==> src/rtl/pktcmd_pkg.sv <==
// Shared constants and the command record for the packet command receiver.
// Assumes the slot count is a power of two so that slot pointers wrap naturally.
package pktcmd_pkg;
    localparam int BUS_W    = 8;
    localparam int BEATS    = 8;
    localparam int PKT_W    = BUS_W * BEATS;
    localparam int ID_W     = 6;
    localparam int OP_W     = 4;
    localparam int BANK_W   = 4;
    localparam int ADDR_W   = 20;
    localparam int HDR_W    = ID_W + OP_W + BANK_W + ADDR_W;
    localparam int SLOTS    = 8;
    localparam int SLOT_W   = $clog2(SLOTS);

    typedef struct packed {
        logic [SLOT_W-1:0] slot;
        logic [OP_W-1:0]   op;
        logic [BANK_W-1:0] bank;
        logic [ADDR_W-1:0] addr;
    } cmd_rec_t;
endpackage

==> src/rtl/pktcmd_ddr_capture.sv <==
// Double-edge sampler: registers the control bus on the rising edge (with the
// start flag) and on the falling edge, and presents both as one pair word.
// Assumes the rising-edge beat precedes the falling-edge beat in a period.
module pktcmd_ddr_capture #(
    parameter int W = 8
) (
    input  logic         clk,
    input  logic         rst_n,
    input  logic [W-1:0] bus,
    input  logic         sop,
    output logic [2*W-1:0] pair,
    output logic         pair_sop
);
    logic [W-1:0] rise_q;
    logic [W-1:0] fall_q;
    logic         sop_q;

    // Rising-edge beat and its start flag.
    always_ff @(posedge clk) begin
        if (!rst_n) begin
            rise_q <= '0;
            sop_q  <= 1'b0;
        end else begin
            rise_q <= bus;
            sop_q  <= sop;
        end
    end

    // Falling-edge beat.
    always_ff @(negedge clk) begin
        if (!rst_n) fall_q <= '0;
        else        fall_q <= bus;
    end

    assign pair     = {rise_q, fall_q};
    assign pair_sop = sop_q;
endmodule

==> src/rtl/pktcmd_framer.sv <==
// Packet framer: shifts one beat pair per clock into a packet register and
// pulses pkt_vld once the last pair of a packet that began with a start flag
// has arrived. A start flag mid-packet restarts the count.
// Assumes PKT_W is a multiple of PAIR_W and OUT_W <= PKT_W.
module pktcmd_framer #(
    parameter int PAIR_W = 16,
    parameter int PKT_W  = 64,
    parameter int OUT_W  = 34
) (
    input  logic              clk,
    input  logic              rst_n,
    input  logic [PAIR_W-1:0] pair,
    input  logic              pair_sop,
    output logic              pkt_vld,
    output logic [OUT_W-1:0]  pkt_hdr
);
    localparam int PAIRS = PKT_W / PAIR_W;
    localparam int CNT_W = (PAIRS > 2) ? $clog2(PAIRS) : 1;
    localparam logic [CNT_W-1:0] LAST = CNT_W'(PAIRS - 1);

    logic [PKT_W-1:0] shreg;
    logic [CNT_W-1:0] cnt;
    logic             active;

    // Shift pairs in and track the position inside the current packet.
    always_ff @(posedge clk) begin
        if (!rst_n) begin
            shreg   <= '0;
            cnt     <= '0;
            active  <= 1'b0;
            pkt_vld <= 1'b0;
        end else begin
            pkt_vld <= 1'b0;
            shreg   <= {shreg[PKT_W-PAIR_W-1:0], pair};
            if (pair_sop) begin
                active <= 1'b1;
                cnt    <= CNT_W'(1);
            end else if (active) begin
                if (cnt == LAST) begin
                    active  <= 1'b0;
                    cnt     <= '0;
                    pkt_vld <= 1'b1;
                end else begin
                    cnt <= cnt + CNT_W'(1);
                end
            end
        end
    end

    assign pkt_hdr = shreg[PKT_W-1 -: OUT_W];
endmodule

==> src/rtl/pktcmd_order_fifo.sv <==
// Arrival-order queue of command records between the slot tracker and the
// downstream core. Assumes the caller never pushes when it is full.
module pktcmd_order_fifo
    import pktcmd_pkg::*;
#(
    parameter int DEPTH = 8
) (
    input  logic     clk,
    input  logic     rst_n,
    input  logic     push,
    input  cmd_rec_t push_rec,
    input  logic     pop,
    output logic     head_vld,
    output cmd_rec_t head_rec
);
    localparam int PTR_W = $clog2(DEPTH);

    cmd_rec_t           mem [DEPTH];
    logic [PTR_W-1:0]   wr_ptr;
    logic [PTR_W-1:0]   rd_ptr;
    logic [PTR_W:0]     count;

    // Pointer and occupancy update.
    always_ff @(posedge clk) begin
        if (!rst_n) begin
            wr_ptr <= '0;
            rd_ptr <= '0;
            count  <= '0;
        end else begin
            if (push) wr_ptr <= wr_ptr + PTR_W'(1);
            if (pop)  rd_ptr <= rd_ptr + PTR_W'(1);
            count <= count + (PTR_W+1)'(push) - (PTR_W+1)'(pop);
        end
    end

    // Record storage.
    always_ff @(posedge clk) begin
        if (push) mem[wr_ptr] <= push_rec;
    end

    assign head_vld = (count != '0);
    assign head_rec = mem[rd_ptr];
endmodule

==> src/rtl/pktcmd_slot_tracker.sv <==
// Transaction slot manager: allocates the lowest free slot to each accepted
// command, drops commands when full (sticky overflow), marks slots issued when
// their record leaves, and frees issued slots on completion at the next edge.
module pktcmd_slot_tracker
    import pktcmd_pkg::*;
#(
    parameter int NSLOT = 8
) (
    input  logic              clk,
    input  logic              rst_n,
    input  logic              in_vld,
    input  logic [OP_W-1:0]   in_op,
    input  logic [BANK_W-1:0] in_bank,
    input  logic [ADDR_W-1:0] in_addr,
    input  logic              out_rdy,
    output logic              out_vld,
    output cmd_rec_t          out_rec,
    input  logic              done_vld,
    input  logic [SLOT_W-1:0] done_slot,
    output logic [NSLOT-1:0]  busy,
    output logic              ovf
);
    logic [NSLOT-1:0]  issued;
    logic [SLOT_W-1:0] free_idx;
    logic              any_free;
    logic              accept;
    logic              drop;
    logic              pop;
    logic              done_ok;
    cmd_rec_t          new_rec;

    // Lowest-numbered free slot.
    always_comb begin
        free_idx = '0;
        any_free = 1'b0;
        for (int i = NSLOT - 1; i >= 0; i--) begin
            if (!busy[i]) begin
                free_idx = SLOT_W'(i);
                any_free = 1'b1;
            end
        end
    end

    assign accept  = in_vld & any_free;
    assign drop    = in_vld & ~any_free;
    assign pop     = out_vld & out_rdy;
    assign done_ok = done_vld & busy[done_slot] & issued[done_slot];
    assign new_rec = '{slot: free_idx, op: in_op, bank: in_bank, addr: in_addr};

    // Slot occupancy, issue marks and the sticky overflow flag.
    always_ff @(posedge clk) begin
        if (!rst_n) begin
            busy   <= '0;
            issued <= '0;
            ovf    <= 1'b0;
        end else begin
            if (accept) busy[free_idx] <= 1'b1;
            if (pop)    issued[out_rec.slot] <= 1'b1;
            if (done_ok) begin
                busy[done_slot]   <= 1'b0;
                issued[done_slot] <= 1'b0;
            end
            if (drop) ovf <= 1'b1;
        end
    end

    pktcmd_order_fifo #(.DEPTH(NSLOT)) i_fifo (
        .clk      (clk),
        .rst_n    (rst_n),
        .push     (accept),
        .push_rec (new_rec),
        .pop      (pop),
        .head_vld (out_vld),
        .head_rec (out_rec)
    );
endmodule

==> src/rtl/pktcmd_rx.sv <==
// Top of the packet command receiver: double-edge capture, framing, device
// address match and slot tracking. Assumes the field layout in pktcmd_pkg.
module pktcmd_rx
    import pktcmd_pkg::*;
(
    input  logic              clk,
    input  logic              rst_n,
    input  logic [ID_W-1:0]   dev_id,
    input  logic [BUS_W-1:0]  ctl_bus,
    input  logic              ctl_sop,
    output logic              cmd_vld,
    input  logic              cmd_rdy,
    output logic [SLOT_W-1:0] cmd_slot,
    output logic [OP_W-1:0]   cmd_op,
    output logic [BANK_W-1:0] cmd_bank,
    output logic [ADDR_W-1:0] cmd_addr,
    input  logic              cmp_vld,
    input  logic [SLOT_W-1:0] cmp_slot,
    output logic [SLOTS-1:0]  slot_busy,
    output logic              ovf_flag
);
    logic [2*BUS_W-1:0] pair;
    logic               pair_sop;
    logic               pkt_vld;
    logic [HDR_W-1:0]   hdr;
    logic               hit;
    cmd_rec_t           rec;

    pktcmd_ddr_capture #(.W(BUS_W)) i_cap (
        .clk      (clk),
        .rst_n    (rst_n),
        .bus      (ctl_bus),
        .sop      (ctl_sop),
        .pair     (pair),
        .pair_sop (pair_sop)
    );

    pktcmd_framer #(.PAIR_W(2*BUS_W), .PKT_W(PKT_W), .OUT_W(HDR_W)) i_frm (
        .clk      (clk),
        .rst_n    (rst_n),
        .pair     (pair),
        .pair_sop (pair_sop),
        .pkt_vld  (pkt_vld),
        .pkt_hdr  (hdr)
    );

    // Device address compare on the header's top field.
    assign hit = pkt_vld & (hdr[HDR_W-1 -: ID_W] == dev_id);

    pktcmd_slot_tracker #(.NSLOT(SLOTS)) i_trk (
        .clk       (clk),
        .rst_n     (rst_n),
        .in_vld    (hit),
        .in_op     (hdr[HDR_W-ID_W-1 -: OP_W]),
        .in_bank   (hdr[HDR_W-ID_W-OP_W-1 -: BANK_W]),
        .in_addr   (hdr[ADDR_W-1:0]),
        .out_rdy   (cmd_rdy),
        .out_vld   (cmd_vld),
        .out_rec   (rec),
        .done_vld  (cmp_vld),
        .done_slot (cmp_slot),
        .busy      (slot_busy),
        .ovf       (ovf_flag)
    );

    assign cmd_slot = rec.slot;
    assign cmd_op   = rec.op;
    assign cmd_bank = rec.bank;
    assign cmd_addr = rec.addr;
endmodule

==> config.mk <==
export PLATFORM = sky130hd
export DESIGN_NAME = pktcmd_rx
export DESIGN_NICKNAME = d
export VERILOG_FILES = /design/src/rtl/pktcmd_pkg.sv /design/src/rtl/pktcmd_ddr_capture.sv /design/src/rtl/pktcmd_framer.sv /design/src/rtl/pktcmd_order_fifo.sv /design/src/rtl/pktcmd_slot_tracker.sv /design/src/rtl/pktcmd_rx.sv
export SDC_FILE = /design/constraint.sdc
export NUM_CORES = 1
export LEC_CHECK = 0
export ABC_CLOCK_PERIOD_IN_PS = 11400
export BUFFER_PORTS_ARGS = -buffer_cell sky130_fd_sc_hd__buf_2
export CAP_MARGIN = 25
export CORE_MARGIN = 2
export CORE_UTILIZATION = 55
export CTS_CLUSTER_SIZE = 12
export DETAILED_ROUTE_END_ITERATION = 10
export PLACE_DENSITY = 0.81
export SYNTH_ARGS = -nofsm -noshare
export SYNTH_HDL_FRONTEND = slang
export SYNTH_SLANG_ARGS = --single-unit
==> constraint.sdc <==
create_clock -name clk -period 11.4 [get_ports clk]
set_input_delay 3.42 -clock clk [delete_from_list [all_inputs] [get_ports clk]]
set_output_delay 3.42 -clock clk [all_outputs]
set_load 0.005 [all_outputs]
Yosys cells after proc, flatten, opt, wreduce, memory -nomap -nowiden
Memories as Yosys holds them, arrays and structs flattened. A register that Yosys moved wholly into a read port is not among the register bits.
Cells that the tools add are included.
{ "op_classes": {"add_sub_neg": 5, "order_cmp": 6, "eq_ne": 2, "mux": 44, "bitwise_logic": 14, "reduce_logical": 7} }
{ "ops": {"columns": ["operator", "count"], "rows": [
  ["8-bit two-way mux", 7],
  ["3-bit two-way mux", 10],
  ["1-bit two-way mux", 21],
  ["8-bit AND", 2],
  ["8-bit OR", 2],
  ["3-bit by 4-bit less-than comparator with 1-bit output, second input constant", 3],
  ["1-bit demux with 3-bit select", 3],
  ["3-bit by 1-bit greater-or-equal comparator with 1-bit output, second input constant", 3],
  ["8-bit NOT", 1],
  ["3-bit by 1-bit adder with 3-bit output, second input constant", 2],
  ["1-bit AND", 6],
  ["1-bit binary-select mux with 3-bit select", 2],
  ["6-bit == test", 1],
  ["4-bit by 1-bit adder with 4-bit output", 1],
  ["4-bit nonzero test", 1],
  ["4-bit by 1-bit subtractor with 4-bit output", 1],
  ["1-bit logical AND", 3],
  ["1-bit NOT", 3],
  ["3-bit OR reduction", 1],
  ["2-bit by 1-bit adder with 2-bit output, second input constant", 1],
  ["2-bit == test, second input constant", 1],
  ["2-bit two-way mux", 1],
  ["2-bit nonzero test", 1],
  ["2-bit OR reduction", 1]
]} }
{ "word_totals": {"reg_bits": 112, "ramBits": 248, "inputBits": 22, "out_inout_bits": 41, "elab_cells": 93, "memories": 1} }
{ "memory_table": {"columns": ["name", "words", "word_bits", "rd", "rd_ports_with_merged_regs", "wr", "line_no", "text"], "rows": [
  ["i_trk.i_fifo.mem", 8, 31, 1, 1, 1, "pktcmd_order_fifo.sv:18", "cmd_rec_t mem [DEPTH];"]
]} }

Longest topological paths before layout
Gate-level depths: netlist of run 1.
{ "depth": {"ltp_word": 17, "ltp_mapped": 12} }

By module
From an unflattened synthesis of run 1, not the netlist that was laid out.
{ "hier_totals": {"cells_unflattened": 740, "hier_area_um2": 13586.8} }
{ "by_module_without_submodules": {"columns": ["module", "n_inst", "cells_per_inst", "area_per_inst_um2"], "rows": [
  ["pktcmd_order_fifo", 1, 425, 10171.0],
  ["pktcmd_framer", 1, 182, 2147.1],
  ["pktcmd_slot_tracker", 1, 98, 797.0],
  ["pktcmd_ddr_capture", 1, 27, 400.4],
  ["pktcmd_rx", 1, 8, 71.3]
]} }

==> results.yml, run 1 <==
place:
  numPortBuffers: 62
  hpwl_mm: 12.85
  placed_cells: 1081
  gp_congestion: 0.8000
pwr:
  p_leak_nw: 4.702
  power.density_nw_per_um2: 199.6
  vdd_ir_drop_max_uv: 167.6
critical_path:
  critPathTopFamily: "simple AND/OR/NAND/NOR gates"
  worstSetupPathType: "in -> reg"
  path_cells: "buf_2 -> and2_1"
  path_buf_inv: 1
  arrival_ns: 3.71
  slowest_delay_ns: 0.15
  cp_max_fo: 9
  cpMaxStageDelayCell: "and2_1"
  reg2reg_slack_ns: 5.10
  cp-end-kind: "register"
  worstPathRequired_ns: 6.14
  start_kind: "input port"
yosys:
  synthCells: 719
  synth-edff-count: 248
  yosys.area_share.simple_pct: 7.489
  synthXorXnorAreaFrac_pct: 0.7365
  synth_compound_area_share_pct: 1.454
  netlist_area_um2: 13080
  seq_area_frac_synth_pct: 74.53
  syn_nets: 750
  synth_fa_ha_area_share_pct: 0.9182
  synth_top_family_by_area: "multiplexers"
  synth_mux_area_share_pct: 13.58
  synthFlopType: "edfxtp_1"
  ys_seq_elements: 363
  ys_warn_count: 0
  async_reset_ff_share_pct: 0
  syn_avg_cell_area_um2: 18.19
  yosys.cell_types.count: 46
global_route:
  grt_max_degree: 97
  grt_pass1_wl_mm: 37.14
  grt-ovfl-total: 0
  track_usage_pct: 20.10
  first_global_vias: 6583
  antenna_found_initial: 0
sta:
  setup_tns_ns: 0
  worst_slew_pin_slew_ns: 0.8847
  maxSlewViolCount: 0
  hold_viol: 0
  slew_headroom_pct: 41.02
  setup_viol: 0
  skew_ns: 0.06245
  grt_setup_unrepaired: "false"
finish:
  antennaDiodeCount: 0
  fin_nets: 838
  mostFrequentLayoutCells: "edfxtp_1 (248), dfxtp_1 (112), and2_1 (85), buf_2 (62), mux4_2 (60)"
  layout_commonest_cell: "edfxtp_1"
  fill_cells: 1646
  fin_cells: 1151
  utilization_pct: 63.62
  drive_gt1_share_pct: 26.44
  area_growth_pct: 13.81
clocking:
  clock_path_buffers: 3
  htreeDepth: 2
  cts_made_buffers: 36
  cts_setup_buffers: 0
  cts_repair_resize_count: 0
  clk_pin_slew_ns: 0.06
  clock_sinks: 363
  cts_hold_buf: 0
  tritoncts: "built"
  clk-insertion-delay-late_ns: 0.56
  cts_root_buf: "clkbuf_16"
floorplanning:
  coreArea_um2: 23400
  die_width_um: 158.2
  die_area_um2: 25030
  floorplan.rows: 56
  die_height_um: 158.2
  ios: 63
  start_util_pct: 55.90
drt:
  initialDrtViolationCount: 428
  vias: 6400
  route.detailed.drc: 0
  viasPerCell: 5.560
  drt_first_pass_iters: 5
  wl_per_cell_um: 20.63
  routed_wl_mm: 23.75
  final_antenna_net_count: 0
outcome:
  status: "finished, final reports clean"
run:
  cap_violations: 0
worst_hold_path:
  hold_class: "reg -> reg"
state kept, by name (all words and copies together) (netlist names), named ones only:
register             flops
i_trk.i_fifo.mem       248
i_frm.shreg             64
i_cap.fall_q             8
i_cap.rise_q             8
i_trk.busy               8
i_trk.issued             8
i_trk.i_fifo.count       4
i_trk.i_fifo.rd_ptr      3
i_trk.i_fifo.wr_ptr      3
i_frm.cnt                2
i_cap.pair_sop           1
i_frm.active             1
i_frm.pkt_vld            1
i_trk.ovf                1
stage by stage:
stage	hold WS (ns)	power, mW	setup slack, ns	cell area, µm²
floorplan	0.4119	1.803	1.628	13080
global placement	0.4152	1.935	1.881	13800
detailed placement	0.4179	1.944	1.867	13820
CTS	0.4311	3.003	2.439	14890
global route	0.4438	3.098	2.432	14890
finish	0.4303	2.971	2.429	14890
cell type report:
class                      count  area (µm²)  share of cell area, %
tap                          319       399.1                  2.681
multi-input combinational    315        3209                  21.56
clock buffer                  61        1036                  6.959
clock inverter                10       37.54                 0.2521
inverter                       8       30.03                 0.2017
timing repair buffer          75       420.4                  2.824
sequential                   363        9756                  65.53
cells by family (layout without fill, tap and decap cells):
kind of cell / count (synthesis) / in the layout
adder cells (fa/ha/maj): 9 / 9
flip-flops: 363 / 363
multiplexers: 98 / 98
XOR/XNOR: 11 / 11
AO/OA/AOI/OAI: 28 / 28
buffers and inverters: 41 / 154
AND/OR/NAND/NOR: 169 / 169
synth_stat cells, types with 6 or more instances:
library cell	instances	area (µm²)
buf_2	6	30.03
xnor2_1	8	70.07
nand3_1	7	35.03
and2_1	85	531.8
nor2b_1	10	62.56
nor2_1	19	71.32
a31oi_1	7	43.79
edfxtp_1	248	7447
inv_1	9	33.78
nand2_1	20	75.07
mux4_2	60	1351
nor3b_1	6	45.04
mux2_2	32	360.4
clkbuf_1	21	78.83
ha_1	8	100.1
dfxtp_1	115	2302
path summary, 6_finish.rpt:
path,cells past startpoint,endpoint,start
min reg2reg,1,i_frm.shreg[28],i_frm.shreg[12]
max,2,i_cap.fall_q[7],rst_n
max reg2reg,1,i_frm.shreg[4],i_cap.fall_q[4]
min,1,i_frm.shreg[28],i_frm.shreg[12]
power breakdown:
part | switching, mW | internal [mW] | leakage (nW)
clock network | 0.447 | 0.618 | 0.546
logic | 0.193 | 0.249 | 1.23
registers | 0.0426 | 1.42 | 2.93
total | 0.683 | 2.29 | 4.70
layer usage:
layer / global-route usage (%) / vias to the layer above / wire [µm]
met5: 0 / - / 0
met4: 6.178 / 0 / 421
met3: 3.504 / 34 / 1565
met2: 33.73 / 219 / 11900
met1: 27.22 / 3241 / 9862
li1: - / 2906 / -
Power figures use the tool's default switching activity.
==> inputs of run 2 (changes only) <==
ABC_AREA = 1   (was not set)
ABC_CLOCK_PERIOD_IN_PS = 7250   (was 11400)
PLACE_DENSITY = 0.83   (was 0.81)
clock period = 7.25 ns   (was 11.4 ns; I/O delays follow)
==> run 2 against run 1 <==
Compared with the run above:
- cell area increased by 4.2%
- clock power up 63%
- sequential cell count stayed put
- final cell count up 46%
- highest routed layer is now met5
==> results.yml, run 2 <==
yosys:
  synthFlopType: "edfxtp_1"
  async_reset_ff_share_pct: 0
  yosys.cell_types.count: 31
  synth.top_cells.by_area: "edfxtp_1 (54%), dfxtp_1 (17%), nor2_1 (7.3%)"
  syn_nets: 1301
  ys_top_cells_by_count: "nor2_1 (267), edfxtp_1 (248), nand2_1 (183)"
  yosys.area.top_type: "edfxtp_1"
  synthMostInstantiatedCell: "nor2_1"
  ys_seq_elements: 363
  ys_warn_count: 0
  yosysTopAreaCellShare_pct: 54.15
  synth-edff-count: 248
  seq_area_frac_synth_pct: 70.89
  synthCells: 1270
  netlist_area_um2: 13750
  syn_avg_cell_area_um2: 10.83
critical_path:
  crit_start: "rst_n"
  cp-end-kind: "register"
  reg2reg_slack_ns: 3.05
  slowest_delay_ns: 0.15
  worstSetupPathType: "in -> reg"
  path_cells: "buf_2 -> nand2_1 -> inv_1"
  r2r-end: "i_frm.shreg[3]"
  path_buf_inv: 2
  critPathTopFamily: "buffers and inverters"
  start_kind: "input port"
  cpMaxStageDelayCell: "buf_2"
  worstPathRequired_ns: 4.08
  reg2reg_depth: 2
  arrival_ns: 2.47
  worstReg2RegStart: "i_cap.fall_q[3]"
  cp_max_fo: 9
pwr:
  p_leak_nw: 6.047
  vdd_ir_drop_max_uv: 181.0
  power.density_nw_per_um2: 311.1
finish:
  largest_reg_flops: 248
  top_regs: "i_trk.i_fifo.mem: 248 flops, i_frm.shreg: 64 flops"
  antennaDiodeCount: 0
  mostFrequentLayoutCells: "nor2_1 (267), edfxtp_1 (248), nand2_1 (183), inv_1 (136), o21ai_0 (123)"
  drive_gt1_share_pct: 10.73
  fin_nets: 1367
  area_growth_pct: 12.80
  layout_commonest_cell: "nor2_1"
  top_register: "i_trk.i_fifo.mem"
sta:
  skew_ns: 0.06213
  hold_viol: 0
  setup_viol: 0
  grt_setup_unrepaired: "false"
  maxSlewViolCount: 0
  setup_ws_ns: 1.609
  worst_slew_pin_slew_ns: 0.9130
  slew_headroom_pct: 39.04
  setup_tns_ns: 0
clocking:
  clk-insertion-delay-late_ns: 0.58
  cts_hold_buf: 0
  htreeDepth: 2
  cts_made_buffers: 37
  clock_sinks: 363
  cts_setup_buffers: 0
  clk_pin_slew_ns: 0.06
  tritoncts: "built"
  cts_root_buf: "clkbuf_16"
  clock_path_buffers: 3
  cts_repair_resize_count: 0
floorplanning:
  die_height_um: 162.1
  start_util_pct: 56.22
  die_width_um: 162.1
  coreArea_um2: 24460
  floorplan.rows: 57
  die_area_um2: 26280
  ios: 63
drt:
  routed_wl_mm: 28.40
  drt_first_pass_iters: 5
  initialDrtViolationCount: 909
  final_antenna_net_count: 0
  viasPerCell: 5.459
  route.detailed.drc: 0
  vias: 9198
  wl_per_cell_um: 16.86
worst_hold_path:
  holdPathEnd: "i_frm.shreg[24]"
  hold_class: "reg -> reg"
  holdPathStages: 2
  min_from: "i_frm.shreg[8]"
global_route:
  grt_pass1_wl_mm: 45.08
  first_global_vias: 8952
  grt-ovfl-total: 0
  track_usage_pct: 21.85
  grt_max_degree: 123
  antenna_found_initial: 1
place:
  dp_slack_ns: 1.060
  numPortBuffers: 62
  gp_congestion: 0.8319
  hpwl_mm: 15.32
outcome:
  status: "finished, final reports clean"
run:
  cap_violations: 0
-- run 2: cell count changes after synthesis, moves of 9 or more --
cell     previous run  this run
nor2_1             19       267
nand2_1            20       183
inv_1               9       130
o21ai_0             3       123
and2_1             85         0
mux4_2             60         0
mux2_2             32         1
o22ai_1             0        28
a31oi_1             7        29
nand3_1             7        27
a21oi_1             5        16
nor3_1              4        15
nor2b_1            10         0
buf_4               0         9
-- run 2: worst max path at each step --
stage	to	slack, ns	depth (start not counted)
finish	i_cap.fall_q[7]	1.61	3
global route	i_cap.fall_q[7]	1.57	3
CTS	i_cap.fall_q[7]	1.61	3
detailed placement	i_cap.fall_q[3]	1.06	3
global placement	i_cap.fall_q[7]	1.08	3
floorplan	i_cap.fall_q[0]	0.75	4
-- run 2: cell type report --
cell class              count  area (µm²)
well taps                 324       405.4
clock buffers              58        1039
multi-input cells         715        3268
flip-flops and latches    363        9754
repair buffers             79       459.2
clock inverters            14       88.84
inverters                 132       498.0
fillers                  1787        8950
-- run 2: logic make-up (layout without fill, tap and decap cells) --
| family | after synthesis | in the layout | share of synthesized area (%) |
|---|---|---|---|
| flops | 363 | 363 | 70.89 |
| fa+ha+maj | 9 | 9 | 0.8735 |
| xor+xnor | 1 | 1 | 0.06370 |
| mux | 1 | 1 | 0.08188 |
| simple gates | 503 | 503 | 14.34 |
| compound gates | 201 | 201 | 7.888 |
| buf+inv | 192 | 283 | 5.859 |
-- run 2: routing by layer --
| metal | wire [µm] | up-vias | part of all wire (%) | GRT usage [%] |
|---|---|---|---|---|
| met4 | 775 | 2 | 2.7 | 9.212 |
| li1 | - | 4365 | - | - |
| met1 | 11480 | 4327 | 40 | 29.14 |
| met5 | 13 | - | 0.046 | 0 |
| met3 | 2353 | 75 | 8.3 | 3.830 |
| met2 | 13780 | 429 | 49 | 35.76 |
-- run 2: metrics by stage --
| step | area, µm² | utilization [%] | cells | hold slack (ns) | total power [mW] |
|---|---|---|---|---|---|
| 2_1_floorplan | 13750 | - | 1270 | 0.3905 | 2.890 |
| 3_3_place_gp | 14350 | 58.64 | 1611 | 0.3916 | 3.087 |
| 3_5_place_dp | 14360 | 58.71 | 1613 | 0.3979 | 3.117 |
| 4_1_cts | 15480 | 63.30 | 1684 | 0.3986 | 4.837 |
| 5_1_grt | 15510 | 63.41 | 1685 | 0.4249 | 5.045 |
| 6_report | 15510 | 63.41 | 1685 | 0.3974 | 4.826 |
-- run 2: worst register-to-register path, stage by stage (launching register included) --
cell,delay (ns)
dfxtp_1,0.30
nand2_1,0.06
inv_1,0.05
-- run 2: power breakdown --
| part | internal [mW] | switching, mW | total [mW] |
|---|---|---|---|
| combinational | 0.281 | 0.513 | 0.794 |
| sequential | 2.23 | 0.0594 | 2.29 |
| clock | 0.995 | 0.745 | 1.74 |
| total | 3.51 | 1.32 | 4.83 |
==> inputs of run 3 (changes only) <==
ABC_AREA = 0   (was 1)
ABC_CLOCK_PERIOD_IN_PS = 5700   (was 7250)
PLACE_DENSITY = 0.81   (was 0.83)
clock period = 5.7 ns   (was 7.25 ns; I/O delays follow)
==> run 3 against run 2 <==
Compared with the run above:
- power up 28%
- sequential share of layout area is 1.7 points higher
- sequential cell count unchanged
- die area is 4.8% lower
- via count down 30%
- clock-buffer cell count shrank 1
- cell area is 2.7% lower
- core utilization rose by 1.1 points
- sequential power increased by 28%
- global-route usage down 1.7 points
- clock power is 36% higher
- final cell count is 31% lower
==> results.yml, run 3 (synthesis gave the netlist of run 1 again) <==
drt:
  initialDrtViolationCount: 444
  vias: 6460
  wl_per_cell_um: 20.92
  final_antenna_net_count: 0
  route.detailed.drc: 0
  viasPerCell: 5.574
  routed_wl_mm: 24.25
  drt_first_pass_iters: 5
pwr:
  p_leak_nw: 4.788
  vdd_ir_drop_max_uv: 281.0
  swShare_pct: 22.91
  p_clk_share_pct: 38.2
  power_mw: 6.191
  power.internal_mw: 4.773
  p_sw_mw: 1.418
  comb_power_share_pct: 14.3
  power.density_nw_per_um2: 410.0
  power_frac_seq_pct: 47.4
critical_path:
  cp-end-kind: "register"
  slowest_delay_ns: 0.15
  critPathTopFamily: "simple AND/OR/NAND/NOR gates"
  worstReg2RegStart: "i_cap.fall_q[6]"
  cpMaxStageDelayCell: "and2_1"
  worstSetupPathType: "in -> reg"
  crit_start: "rst_n"
  worstPathRequired_ns: 3.30
  start_kind: "input port"
  cp_max_fo: 9
  arrival_ns: 2.00
  path_buf_inv: 1
  path_cells: "buf_2 -> and2_1"
finish:
  antennaDiodeCount: 0
  seq_area_um2: 9756
  layout_commonest_cell: "edfxtp_1"
  top_regs: "i_trk.i_fifo.mem: 248 flops, i_frm.shreg: 64 flops"
  fill_cells: 1592
  top_register: "i_trk.i_fifo.mem"
  mostFrequentLayoutCells: "edfxtp_1 (248), dfxtp_1 (112), and2_1 (85), buf_2 (62), mux4_2 (60)"
  multi_input_area_um2: 3236
  largest_reg_flops: 248
  area_growth_pct: 15.44
  drive_gt1_share_pct: 27.74
  fin_nets: 842
  fin_cells: 1159
  final_area_um2: 15100
floorplanning:
  die_width_um: 158.2
  die_height_um: 158.2
  floorplan.rows: 56
  die_area_um2: 25030
  start_util_pct: 55.90
  ios: 63
  coreArea_um2: 23400
run:
  cap_violations: 0
worst_hold_path:
  min_from: "i_frm.shreg[5]"
  hold_class: "reg -> reg"
place:
  hpwl_mm: 13.88
  gp_congestion: 0.7808
  place_area_um2: 13890
  dp_slack_ns: 0.7263
  numPortBuffers: 62
  placed_cells: 1084
clocking:
  clk-insertion-delay-late_ns: 0.58
  cts_setup_buffers: 0
  clock_path_buffers: 3
  cts_repair_resize_count: 0
  clk_pin_slew_ns: 0.06
  tritoncts: "built"
  cts_hold_buf: 0
  clock_sinks: 363
  htreeDepth: 2
  cts_made_buffers: 37
  cts_root_buf: "clkbuf_16"
global_route:
  grt-ovfl-total: 0
  track_usage_pct: 20.18
  grt_max_degree: 97
  antenna_found_initial: 0
  first_global_vias: 6632
  grt_pass1_wl_mm: 37.27
sta:
  maxSlewViolCount: 0
  worst_slew_pin_slew_ns: 0.9877
  setup_tns_ns: 0
  slew_headroom_pct: 33.56
  hold_viol: 0
  setup_ws_ns: 1.307
  setup_viol: 0
  grt_setup_unrepaired: "false"
  skew_ns: 0.06498
outcome:
  status: "finished, final reports clean"
==> run 3: cell types whose count changed in the layout (fill, tap and decap cells not counted), sizes merged, moves of 32 or more <==
cell / previous run / this run
and2: 0 / 85
mux2: 1 / 33
nand2: 184 / 20
nor2: 272 / 19
o21ai: 125 / 3
mux4: 0 / 60
inv: 142 / 19
==> run 3: per-layer routing <==
layer / global-route usage [%] / wire (µm) / vias up
li1: - / - / 2932
met1: 27.80 / 10270 / 3270
met2: 33.13 / 12060 / 222
met3: 3.449 / 1373 / 36
met4: 6.735 / 541 / 0
met5: 0 / 0 / -
==> run 3: layout make-up <==
class / instances / share of cell area [%]
sequential: 363 / 64.60
multi-input combinational: 315 / 21.43
clock buffer: 57 / 6.977
timing repair buffer: 78 / 3.099
tap: 319 / 2.643
clock inverter: 19 / 1.052
inverter: 8 / 0.1989
==> run 3: final timing paths <==
kind                endpoint  slack (ns)  depth (start not counted)
max          i_cap.fall_q[1]        1.31                          2
min          i_frm.shreg[21]        0.43                          1
max reg2reg   i_frm.shreg[6]        2.24                          1
min reg2reg  i_frm.shreg[21]        0.43                          1
==> run 3: metrics by stage <==
stage | hold WS [ns] | utilization (%)
final | 0.4273 | 64.53
after global routing | 0.4449 | 64.53
after CTS | 0.4320 | 64.53
after detailed placement | 0.4187 | 59.36
after global placement | 0.4155 | 59.28
after floorplan | 0.4119 | -
==> run 3: power groups by stage <==
stage | sequential, mW | clock, mW | combinational (mW)
after CTS | 2.94 | 2.40 | 0.906
after floorplan | 2.91 | 0.00974 | 0.681
after global placement | 3.02 | 0.00974 | 0.851
after detailed placement | 3.00 | 0.00974 | 0.898
final | 2.94 | 2.37 | 0.888
after global routing | 2.95 | 2.52 | 0.962
